--- config.mk ---
export PLATFORM = sky130hd
export DESIGN_NAME = branch_resolve_ctl
export DESIGN_NICKNAME = d
export VERILOG_FILES = /design/src/rtl/brc_pkg.sv /design/src/rtl/brc_decode.sv /design/src/rtl/brc_resolve.sv /design/src/rtl/brc_cmd_gen.sv /design/src/rtl/branch_resolve_ctl.sv
export SDC_FILE = /design/constraint.sdc
export NUM_CORES = 1
export LEC_CHECK = 0
export ABC_CLOCK_PERIOD_IN_PS = 4400
export BUFFER_PORTS_ARGS = -buffer_cell sky130_fd_sc_hd__clkbuf_2
export CAP_MARGIN = 20
export CORE_ASPECT_RATIO = 1.2
export CORE_MARGIN = 2
export CORE_UTILIZATION = 46
export DETAILED_ROUTE_END_ITERATION = 10
export PLACE_DENSITY = 0.66
export SLEW_MARGIN = 25
export SYNTH_ARGS = -nofsm -noshare
export SYNTH_HDL_FRONTEND = slang
export SYNTH_SLANG_ARGS = --single-unit
--- constraint.sdc ---
create_clock -name clk -period 4.4 [get_ports clk]
set_clock_uncertainty 0.15 [all_clocks]
set_input_delay 0.44 -clock clk [delete_from_list [all_inputs] [get_ports clk]]
set_output_delay 0.44 -clock clk [all_outputs]
set_load 0.01 [all_outputs]
--- src/rtl/brc_pkg.sv ---
`timescale 1ns/1ps
package brc_pkg;

  // Per-register pipeline command
  typedef enum logic [1:0] {
    CMD_XFER   = 2'b00,
    CMD_STALL  = 2'b01,
    CMD_BUBBLE = 2'b10
  } stage_cmd_e;

  // Branch flavour carried down the pipe
  typedef enum logic [1:0] {
    BK_EQZ  = 2'd0,
    BK_NEZ  = 2'd1,
    BK_LINK = 2'd2
  } br_kind_e;

  localparam int POL_FREEZE = 0;
  localparam int POL_SEQ    = 1;

  localparam int INSTR_W = 32;
  localparam int DISP_W  = 21;
  localparam int REG_W   = 5;

endpackage

--- src/rtl/brc_decode.sv ---
`timescale 1ns/1ps
module brc_decode
  import brc_pkg::*;
#(
  parameter logic [5:0] OPC_EQZ  = 6'h39,
  parameter logic [5:0] OPC_NEZ  = 6'h3D,
  parameter logic [5:0] OPC_LINK = 6'h34
) (
  input  logic                  valid,
  input  logic [INSTR_W-1:0]    instr,
  output logic                  is_br,
  output br_kind_e              kind,
  output logic [REG_W-1:0]      ra,
  output logic [DISP_W-1:0]     disp
);

  logic [5:0] opc;

  assign opc  = instr[31:26];
  assign ra   = instr[25:21];
  assign disp = instr[DISP_W-1:0];

  always_comb begin
    is_br = 1'b0;
    kind  = BK_EQZ;
    if (valid) begin
      if (opc == OPC_EQZ) begin
        is_br = 1'b1;
        kind  = BK_EQZ;
      end else if (opc == OPC_NEZ) begin
        is_br = 1'b1;
        kind  = BK_NEZ;
      end else if (opc == OPC_LINK) begin
        is_br = 1'b1;
        kind  = BK_LINK;
      end
    end
  end

endmodule

--- src/rtl/brc_resolve.sv ---
`timescale 1ns/1ps
module brc_resolve
  import brc_pkg::*;
#(
  parameter int AW = 32,
  parameter int DW = 64
) (
  input  br_kind_e            kind,
  input  logic [AW-1:0]       pc_inc,
  input  logic [DISP_W-1:0]   disp,
  input  logic [DW-1:0]       ra_val,
  output logic [AW-1:0]       target,
  output logic                take
);

  localparam int SEXT_W = AW - DISP_W - 2;

  // Word displacement scaled to bytes, sign carried into the upper bits
  function automatic logic [AW-1:0] target_of(input logic [AW-1:0] inc,
                                              input logic [DISP_W-1:0] d);
    return inc + {{SEXT_W{d[DISP_W-1]}}, d, 2'b00};
  endfunction

  function automatic logic cond_of(input br_kind_e k, input logic [DW-1:0] v);
    logic z;
    z = (v == '0);
    case (k)
      BK_EQZ:  return z;
      BK_NEZ:  return !z;
      default: return 1'b1;
    endcase
  endfunction

  assign target = target_of(pc_inc, disp);
  assign take   = cond_of(kind, ra_val);

endmodule

--- src/rtl/brc_cmd_gen.sv ---
`timescale 1ns/1ps
module brc_cmd_gen
  import brc_pkg::*;
#(
  parameter int POLICY = POL_SEQ
) (
  input  logic        id_br,
  input  logic        ex_br,
  input  logic        mem_redirect,
  output stage_cmd_e  c_if,
  output stage_cmd_e  c_id,
  output stage_cmd_e  c_ex,
  output stage_cmd_e  c_mem
);

  generate
    if (POLICY == POL_FREEZE) begin : g_freeze
      always_comb begin
        c_if  = CMD_XFER;
        c_id  = CMD_XFER;
        c_ex  = CMD_XFER;
        c_mem = CMD_XFER;
        if (mem_redirect) begin
          c_id = CMD_BUBBLE;
        end else if (id_br || ex_br) begin
          c_if = CMD_STALL;
          c_id = CMD_BUBBLE;
        end
      end
    end else begin : g_seq
      logic unused_pending;
      assign unused_pending = id_br ^ ex_br;
      always_comb begin
        c_if  = CMD_XFER;
        c_id  = CMD_XFER;
        c_ex  = CMD_XFER;
        c_mem = CMD_XFER;
        if (mem_redirect) begin
          c_id  = CMD_BUBBLE;
          c_ex  = CMD_BUBBLE;
          c_mem = CMD_BUBBLE;
        end
      end
    end
  endgenerate

endmodule

--- src/rtl/branch_resolve_ctl.sv ---
`timescale 1ns/1ps
module branch_resolve_ctl
  import brc_pkg::*;
#(
  parameter int          AW       = 32,
  parameter int          DW       = 64,
  parameter int          POLICY   = POL_SEQ,
  parameter logic [5:0]  OPC_EQZ  = 6'h39,
  parameter logic [5:0]  OPC_NEZ  = 6'h3D,
  parameter logic [5:0]  OPC_LINK = 6'h34
) (
  input  logic                clk,
  input  logic                rst_n,
  input  logic                fetch_valid,
  input  logic [AW-1:0]       fetch_pc,
  input  logic [31:0]         fetch_instr,
  output logic [4:0]          id_ra_idx,
  input  logic [DW-1:0]       id_ra_data,
  output logic [AW-1:0]       next_pc,
  output logic                br_taken,
  output logic [1:0]          cmd_if,
  output logic [1:0]          cmd_id,
  output logic [1:0]          cmd_ex,
  output logic [1:0]          cmd_mem,
  output logic                link_we,
  output logic [4:0]          link_idx,
  output logic [AW-1:0]       link_data
);

  localparam logic [AW-1:0] STEP = AW'(4);

  function automatic logic [AW-1:0] incr(input logic [AW-1:0] pc);
    return pc + STEP;
  endfunction

  // Decode-stage copy
  logic                 id_vld;
  logic [INSTR_W-1:0]   id_instr;
  logic [AW-1:0]        id_inc;

  // Execute-stage branch record
  logic                 ex_busy;
  br_kind_e             ex_kind;
  logic [AW-1:0]        ex_inc;
  logic [DISP_W-1:0]    ex_disp;
  logic [REG_W-1:0]     ex_ra;
  logic [DW-1:0]        ex_val;

  // Memory-stage branch record
  logic                 mem_busy;
  br_kind_e             mem_kind;
  logic                 mem_take;
  logic [AW-1:0]        mem_tgt;
  logic [AW-1:0]        mem_inc;
  logic [REG_W-1:0]     mem_ra;

  // Named events
  logic                 id_is_br;
  br_kind_e             id_kind;
  logic [REG_W-1:0]     id_ra;
  logic [DISP_W-1:0]    id_disp;
  logic [AW-1:0]        ex_tgt;
  logic                 ex_take;
  logic                 redirect;
  logic [AW-1:0]        fetch_inc;
  stage_cmd_e           c_if, c_id, c_ex, c_mem;

  assign fetch_inc = incr(fetch_pc);

  brc_decode #(
    .OPC_EQZ  (OPC_EQZ),
    .OPC_NEZ  (OPC_NEZ),
    .OPC_LINK (OPC_LINK)
  ) u_decode (
    .valid (id_vld),
    .instr (id_instr),
    .is_br (id_is_br),
    .kind  (id_kind),
    .ra    (id_ra),
    .disp  (id_disp)
  );

  brc_resolve #(.AW(AW), .DW(DW)) u_resolve (
    .kind   (ex_kind),
    .pc_inc (ex_inc),
    .disp   (ex_disp),
    .ra_val (ex_val),
    .target (ex_tgt),
    .take   (ex_take)
  );

  assign redirect = mem_busy && mem_take;

  brc_cmd_gen #(.POLICY(POLICY)) u_cmd (
    .id_br        (id_is_br),
    .ex_br        (ex_busy),
    .mem_redirect (redirect),
    .c_if         (c_if),
    .c_id         (c_id),
    .c_ex         (c_ex),
    .c_mem        (c_mem)
  );

  // Fetch -> decode register
  always_ff @(posedge clk) begin
    if (!rst_n) begin
      id_vld   <= 1'b0;
      id_instr <= '0;
      id_inc   <= '0;
    end else begin
      case (c_id)
        CMD_XFER: begin
          id_vld   <= fetch_valid;
          id_instr <= fetch_instr;
          id_inc   <= fetch_inc;
        end
        CMD_BUBBLE: id_vld <= 1'b0;
        default: ;
      endcase
    end
  end

  // Decode -> execute register
  always_ff @(posedge clk) begin
    if (!rst_n) begin
      ex_busy <= 1'b0;
      ex_kind <= BK_EQZ;
      ex_inc  <= '0;
      ex_disp <= '0;
      ex_ra   <= '0;
      ex_val  <= '0;
    end else begin
      case (c_ex)
        CMD_XFER: begin
          ex_busy <= id_is_br;
          ex_kind <= id_kind;
          ex_inc  <= id_inc;
          ex_disp <= id_disp;
          ex_ra   <= id_ra;
          ex_val  <= id_ra_data;
        end
        CMD_BUBBLE: ex_busy <= 1'b0;
        default: ;
      endcase
    end
  end

  // Execute -> memory register
  always_ff @(posedge clk) begin
    if (!rst_n) begin
      mem_busy <= 1'b0;
      mem_kind <= BK_EQZ;
      mem_take <= 1'b0;
      mem_tgt  <= '0;
      mem_inc  <= '0;
      mem_ra   <= '0;
    end else begin
      case (c_mem)
        CMD_XFER: begin
          mem_busy <= ex_busy;
          mem_kind <= ex_kind;
          mem_take <= ex_take;
          mem_tgt  <= ex_tgt;
          mem_inc  <= ex_inc;
          mem_ra   <= ex_ra;
        end
        CMD_BUBBLE: mem_busy <= 1'b0;
        default: ;
      endcase
    end
  end

  always_comb begin
    if (redirect)              next_pc = mem_tgt;
    else if (c_if == CMD_STALL) next_pc = fetch_pc;
    else                       next_pc = fetch_inc;
  end

  assign id_ra_idx = id_ra;
  assign br_taken  = redirect;
  assign cmd_if    = c_if;
  assign cmd_id    = c_id;
  assign cmd_ex    = c_ex;
  assign cmd_mem   = c_mem;
  assign link_we   = mem_busy && (mem_kind == BK_LINK);
  assign link_idx  = mem_ra;
  assign link_data = mem_inc;

endmodule

==> Yosys cells after proc, flatten, opt, wreduce, memory -nomap -nowiden <==
Cells that the tools add are included.
{ "totals": {"reg_bits": 263, "inputBits": 131} }
{ "op_classes": {"n_addsub": 2, "eq_ne": 6, "muxes": 14, "n_reduce_logical": 7} }
{ "ops": {"columns": ["op", "n"], "rows": [
  ["logical NOT 64 bit", 1],
  ["adder 32 x 3 -> 32 bit (second input constant)", 1],
  ["adder 32 bit", 1],
  ["2-to-1 mux 32 bit", 1],
  ["== test 6 bit (second input constant)", 3],
  ["2-to-1 mux 2 bit", 5],
  ["case mux 1 bit (2 select lines)", 4],
  ["== test 2 bit (second input constant)", 2],
  ["logical NOT 2 bit", 2],
  ["2-to-1 mux 1 bit", 4],
  ["== test 2 x 1 -> 1 bit (second input constant)", 1],
  ["logical AND 1 bit", 2],
  ["nonzero test 2 bit", 1],
  ["logical NOT 1 bit", 1]
]} }

==> Logic depth before layout (Yosys ltp) <==
{ "depth": {"depth_word": 6, "ltp_mapped": 11, "depth_no_buf": 11} }

==> Cells and area by module <==
Synthesis repeated with hierarchy kept, for this count alone.
{ "hier_totals": {"hier_cells": 1668, "hier_area_um2": 12494.5} }
{ "modules_own_cells": {"columns": ["mod", "n_inst", "cells_per_inst", "area_per_inst_um2", "seq_area_each_um2"], "rows": [
  ["branch_resolve_ctl", 1, 1378, 10406.2, 5265.0],
  ["brc_resolve", 1, 248, 1788.0, 0.0],
  ["brc_decode", 1, 33, 236.5, 0.0],
  ["brc_cmd_gen", 1, 9, 63.8, 0.0]
]} }

==> Worst setup path after synthesis <==
Ideal clock, no wire load.
{ "synth_timing": {"kind": "reg2reg", "from": "reg ex_inc[2]", "to": "reg mem_tgt[26]", "arrival_time_ns": 2.521, "required_ns": 4.171, "path_slack_ns": 1.650, "path_stages_with_launch": 12, "n_path_buf": 0, "period_less_slack_ns": 2.750, "path_cell_list": "dfxtp_1 > ha_1 > inv_1 > fa_1 > and2b_1 > o2111ai_2 > a2111oi_2 > nor3_1 > o41ai_4 > a41oi_2 > xor2_1 > a211oi_2"} }
{ "synth_via": {"elab_chain_cells": 1} }
{ "synth_lines": {"columns": ["element", "line", "rtl"], "rows": [
  ["start, declared", "branch_resolve_ctl.sv:44", "logic [AW-1:0] ex_inc;"],
  ["start signal, assigned", "branch_resolve_ctl.sv:137", "ex_inc <= id_inc;"],
  ["adder 32 bit", "brc_resolve.sv:21", "return inc + {{SEXT_W{d[DISP_W-1]}}, d, 2'b00};"],
  ["end signal, assigned", "branch_resolve_ctl.sv:163", "mem_tgt <= ex_tgt;"],
  ["end, declared", "branch_resolve_ctl.sv:53", "logic [AW-1:0] mem_tgt;"]
]} }
Every way passes these cells.
A chain may end at the register's enable or synchronous reset.

==> Worst setup path in the final report <==
{ "layout_timing": {"from": "in fetch_pc[2]", "to": "out next_pc[26]"} }
{ "layout_via": {"elab_chain_cells": 2} }
{ "layout_lines": {"columns": ["element", "line", "rtl"], "rows": [
  ["start, declared", "branch_resolve_ctl.sv:15", "input logic [AW-1:0] fetch_pc,"],
  ["adder 32 x 3 -> 32 bit", "branch_resolve_ctl.sv:33", "return pc + STEP;"],
  ["2-to-1 mux 32 bit", "branch_resolve_ctl.sv:174", "if (redirect) next_pc = mem_tgt;"],
  ["end, declared", "branch_resolve_ctl.sv:19", "output logic [AW-1:0] next_pc,"]
]} }
Every way passes these cells.

==> impl_metrics.py <==
metrics = {
    "grt": {
        "grt_pass1_wl_mm": 49.7,
        "antenna_found_initial": 0,
        "grt_max_degree": 220,
        "gr-usage-all-layers_pct": 22.8,
        "overflow": 0,
        "first_global_vias": 10000,
    },
    "logic_synthesis": {
        "synthTopCellsByArea": "dfxtp_1, nand2_1, a21oi_1, ha_1, clkbuf_1",
        "async_flop_share_pct": 0,
        "yosysTopAreaCell": "dfxtp_1",
        "ys_warn_count": 0,
        "syn_inst": 1488,
        "synth_top_area_share_pct": 45.7,
        "synth_flop_cell": "dfxtp_1",
        "synth_edf_count": 0,
        "yosysUniqueCellTypes": 62,
        "synth_area_um2": 11400,
        "yosysSeqAreaShare_pct": 45.7,
        "synth_area_per_cell_um2": 7.68,
        "ys_ff_latch": 261,
    },
    "layout": {
        "drive_above_1_share_pct": 16.0,
        "antenna_cells": 0,
        "n_fill_cell": 2310,
        "seqCellArea_um2": 5230,
        "syn2layout_area_growth_pct": 26.1,
        "multi_input_area_um2": 5680,
        "fin_nets": 1878,
    },
    "worst_setup_path": {
        "worstSetupPathType": "in -> out",
        "rrSetupSlack_ns": 1.31,
        "r2r-end": "mem_tgt[26]$_SDFFE_PN0N_",
        "start_kind": "input port",
        "cp.required_ns": 3.81,
        "cp_data_arrival_time_ns": 2.67,
        "r2r-start": "ex_inc[2]$_SDFFE_PN0N_",
        "end_kind": "output port",
        "ff2ff_path_depth": 11,
        "cp_max_fo": 5,
    },
    "clock_tree": {
        "htree_levels": 1,
        "cts.sinks": 261,
        "cts_tree": "done",
        "clock_path_buffers": 3,
        "cts.clk_slew.worst_paths_ns": 0.06,
        "worstSkewPairLatency_ns": 0.54,
        "cts_resized": 0,
        "numCtsBuffers": 28,
        "postCtsSetupBuffers": 0,
        "holdBufCountCts": 91,
        "clock-root-buffer": "clkbuf_16",
    },
    "die": {
        "die_y_um": 177,
        "dieArea_um2": 26100,
        "num_rows": 63,
        "ios": 215,
        "die_x_um": 148,
        "initial_core_util_pct": 46.5,
        "core_area_um2": 24600,
    },
    "detailed_routing": {
        "drtIter0Drc": 534,
        "wl_per_cell_um": 14.9,
        "via_count": 10700,
        "viasPerCell": 5.20,
        "routed_wl_mm": 30.8,
        "drtAntennaViolNets": 0,
        "route.detailed.drc": 0,
        "first_pass_iters": 5,
    },
    "status": {
        "status": "finished clean",
    },
    "sta": {
        "fin_crit_sh_pct": 74.1,
        "grt_setup_unrepaired": "false",
        "hold_violations": 0,
        "report.final.slew_viol_count": 0,
        "tns_ns": 0,
        "slew_headroom_pct": 31.2,
        "max_freq_mhz": 307,
        "period_needed_ns": 3.26,
        "holdWs_ns": 0.00713,
        "setup_viol": 0,
        "tightest_slew_ns": 1.03,
    },
    "worst_hold_path": {
        "min-delay-start": "fetch_instr[15]",
        "hold_depth": 3,
        "min_path_type": "in -> reg",
        "holdPathEnd": "id_instr[15]$_SDFFE_PN0N_",
    },
    "pwr": {
        "irDropWorstVdd_mv": 0.290,
        "power_density_nw_per_um2": 381,
        "p_leak_uw": 0.00628,
    },
    "flow_run": {
        "maxCapViolations": 0,
    },
    "placed_design": {
        "port_buffers": 209,
        "dp_hpwl_mm": 20.0,
        "gp_congestion": 0.882,
    },
}
## critical path, cell delays in order
cell	delay, ns
dlygate4sd3_1	0.52
clkbuf_2	0.13
ha_1	0.25
nand2_1	0.11
or2_1	0.27
nor2_1	0.29
nand4_1	0.16
xor2_1	0.17
a21oi_1	0.17
clkbuf_2	0.16
## cell usage after synthesis (4+ instances only)
library cell and instances:
a211oi_1 6, a21o_1 13, a21oi_1 292, a31oi_1 5, and2_1 4, and3_1 15
buf_1 8, buf_2 4, buf_4 15, clkbuf_1 89, dfxtp_1 261, ha_1 30
inv_1 11, nand2_1 451, nand3_1 20, nand4_1 24, nor2_1 57, nor3_1 7
nor4_1 18, o21a_1 7, o21ai_0 42, o21ai_1 6, or3_1 6, xnor2_1 20
xor2_1 28
## cell families (layout without fill, tap and decap cells)
logic type               after synthesis  count (layout)  share of synthesized area [%]
other                                  1               5                         0.0328
AO/OA/AOI/OAI                        399             399                           19.5
flip-flops                           261             261                           45.7
XOR/XNOR                              48              48                           3.68
buffers and inverters                129             375                           4.77
adder cells (fa/ha/maj)               31              31                           3.46
multiplexers                           1               1                         0.0876
AND/OR/NAND/NOR                      618             618                           22.7
## cells in the final DEF, fill, tap and decap left out, drive strengths merged, types with 5 or more instances in the layout
master | synthesis | final
nor3 | 7 | 7
xor2 | 28 | 28
nand4 | 24 | 24
o21ai | 48 | 48
nand2 | 451 | 451
clkbuf | 89 | 248
a21oi | 293 | 293
a21o | 14 | 14
and3 | 15 | 15
clkinv | 1 | 7
a31oi | 5 | 5
or3 | 6 | 6
dlygate4sd3 | 0 | 91
nor2 | 57 | 57
conb | 1 | 5
o21a | 7 | 7
dfxtp | 261 | 261
ha | 30 | 30
inv | 12 | 14
nand3 | 20 | 20
buf | 27 | 10
nor4 | 19 | 19
xnor2 | 20 | 20
a211oi | 8 | 8
## flip-flops by register name, summed over array words and instances (netlist names), 5 cells and up
register   cells
link_idx       5
link_data     30
ex_ra          5
id_instr      32
ex_val        64
ex_inc        32
id_inc        32
ex_disp       21
mem_tgt       32
## layout make-up
class | instances | share of cell area [%]
tap | 325 | 2.82
clock buffer | 39 | 5.57
timing repair buffer | 310 | 14.4
clock inverter | 13 | 1.19
sequential | 261 | 36.3
inverter | 13 | 0.408
multi-input combinational | 1102 | 39.4
## per-layer routing
layer / share of wire, % / global-route usage, % / vias up
met2: 46 / 37.9 / 291
met5: 0 / 0 / -
li1: - / - / 5498
met3: 6.4 / 4.82 / 44
met1: 45 / 30.6 / 4889
met4: 1.8 / 5.36 / 0
## stage by stage
step	worst slack [ns]	total power, uW	instances	utilization [%]	instance area, um2
floorplan	1.65	2840	1492	-	11400
global placement	1.45	3010	1920	50.9	12500
detailed placement	1.37	3010	1920	50.9	12500
CTS	1.15	5540	2063	58.6	14400
global route	0.958	5710	2063	58.6	14400
finish	1.14	5500	2063	58.6	14400
## worst max path at each step
stage / start / endpoint / slack, ns / cells past startpoint
final: fetch_pc[2] / next_pc[26] / 1.14 / 10
after floorplan: ex_inc[2]$_SDFFE_PN0N_ / mem_tgt[26]$_SDFFE_PN0N_ / 1.65 / 11
after global routing: fetch_pc[2] / next_pc[28] / 0.96 / 10
after detailed placement: ex_inc[2]$_SDFFE_PN0N_ / mem_tgt[26]$_SDFFE_PN0N_ / 1.37 / 11
after global placement: ex_inc[2]$_SDFFE_PN0N_ / mem_tgt[26]$_SDFFE_PN0N_ / 1.45 / 11
after CTS: fetch_pc[2] / next_pc[26] / 1.15 / 10
## power breakdown
group / leakage [uW] / internal [uW] / switching [uW] / total (uW)
logic: 0.00364 / 231 / 257 / 488
clock network: 0.000482 / 1510 / 958 / 2470
registers: 0.00216 / 2480 / 67.0 / 2540
No activity file was read; power rests on OpenSTA's default activity.
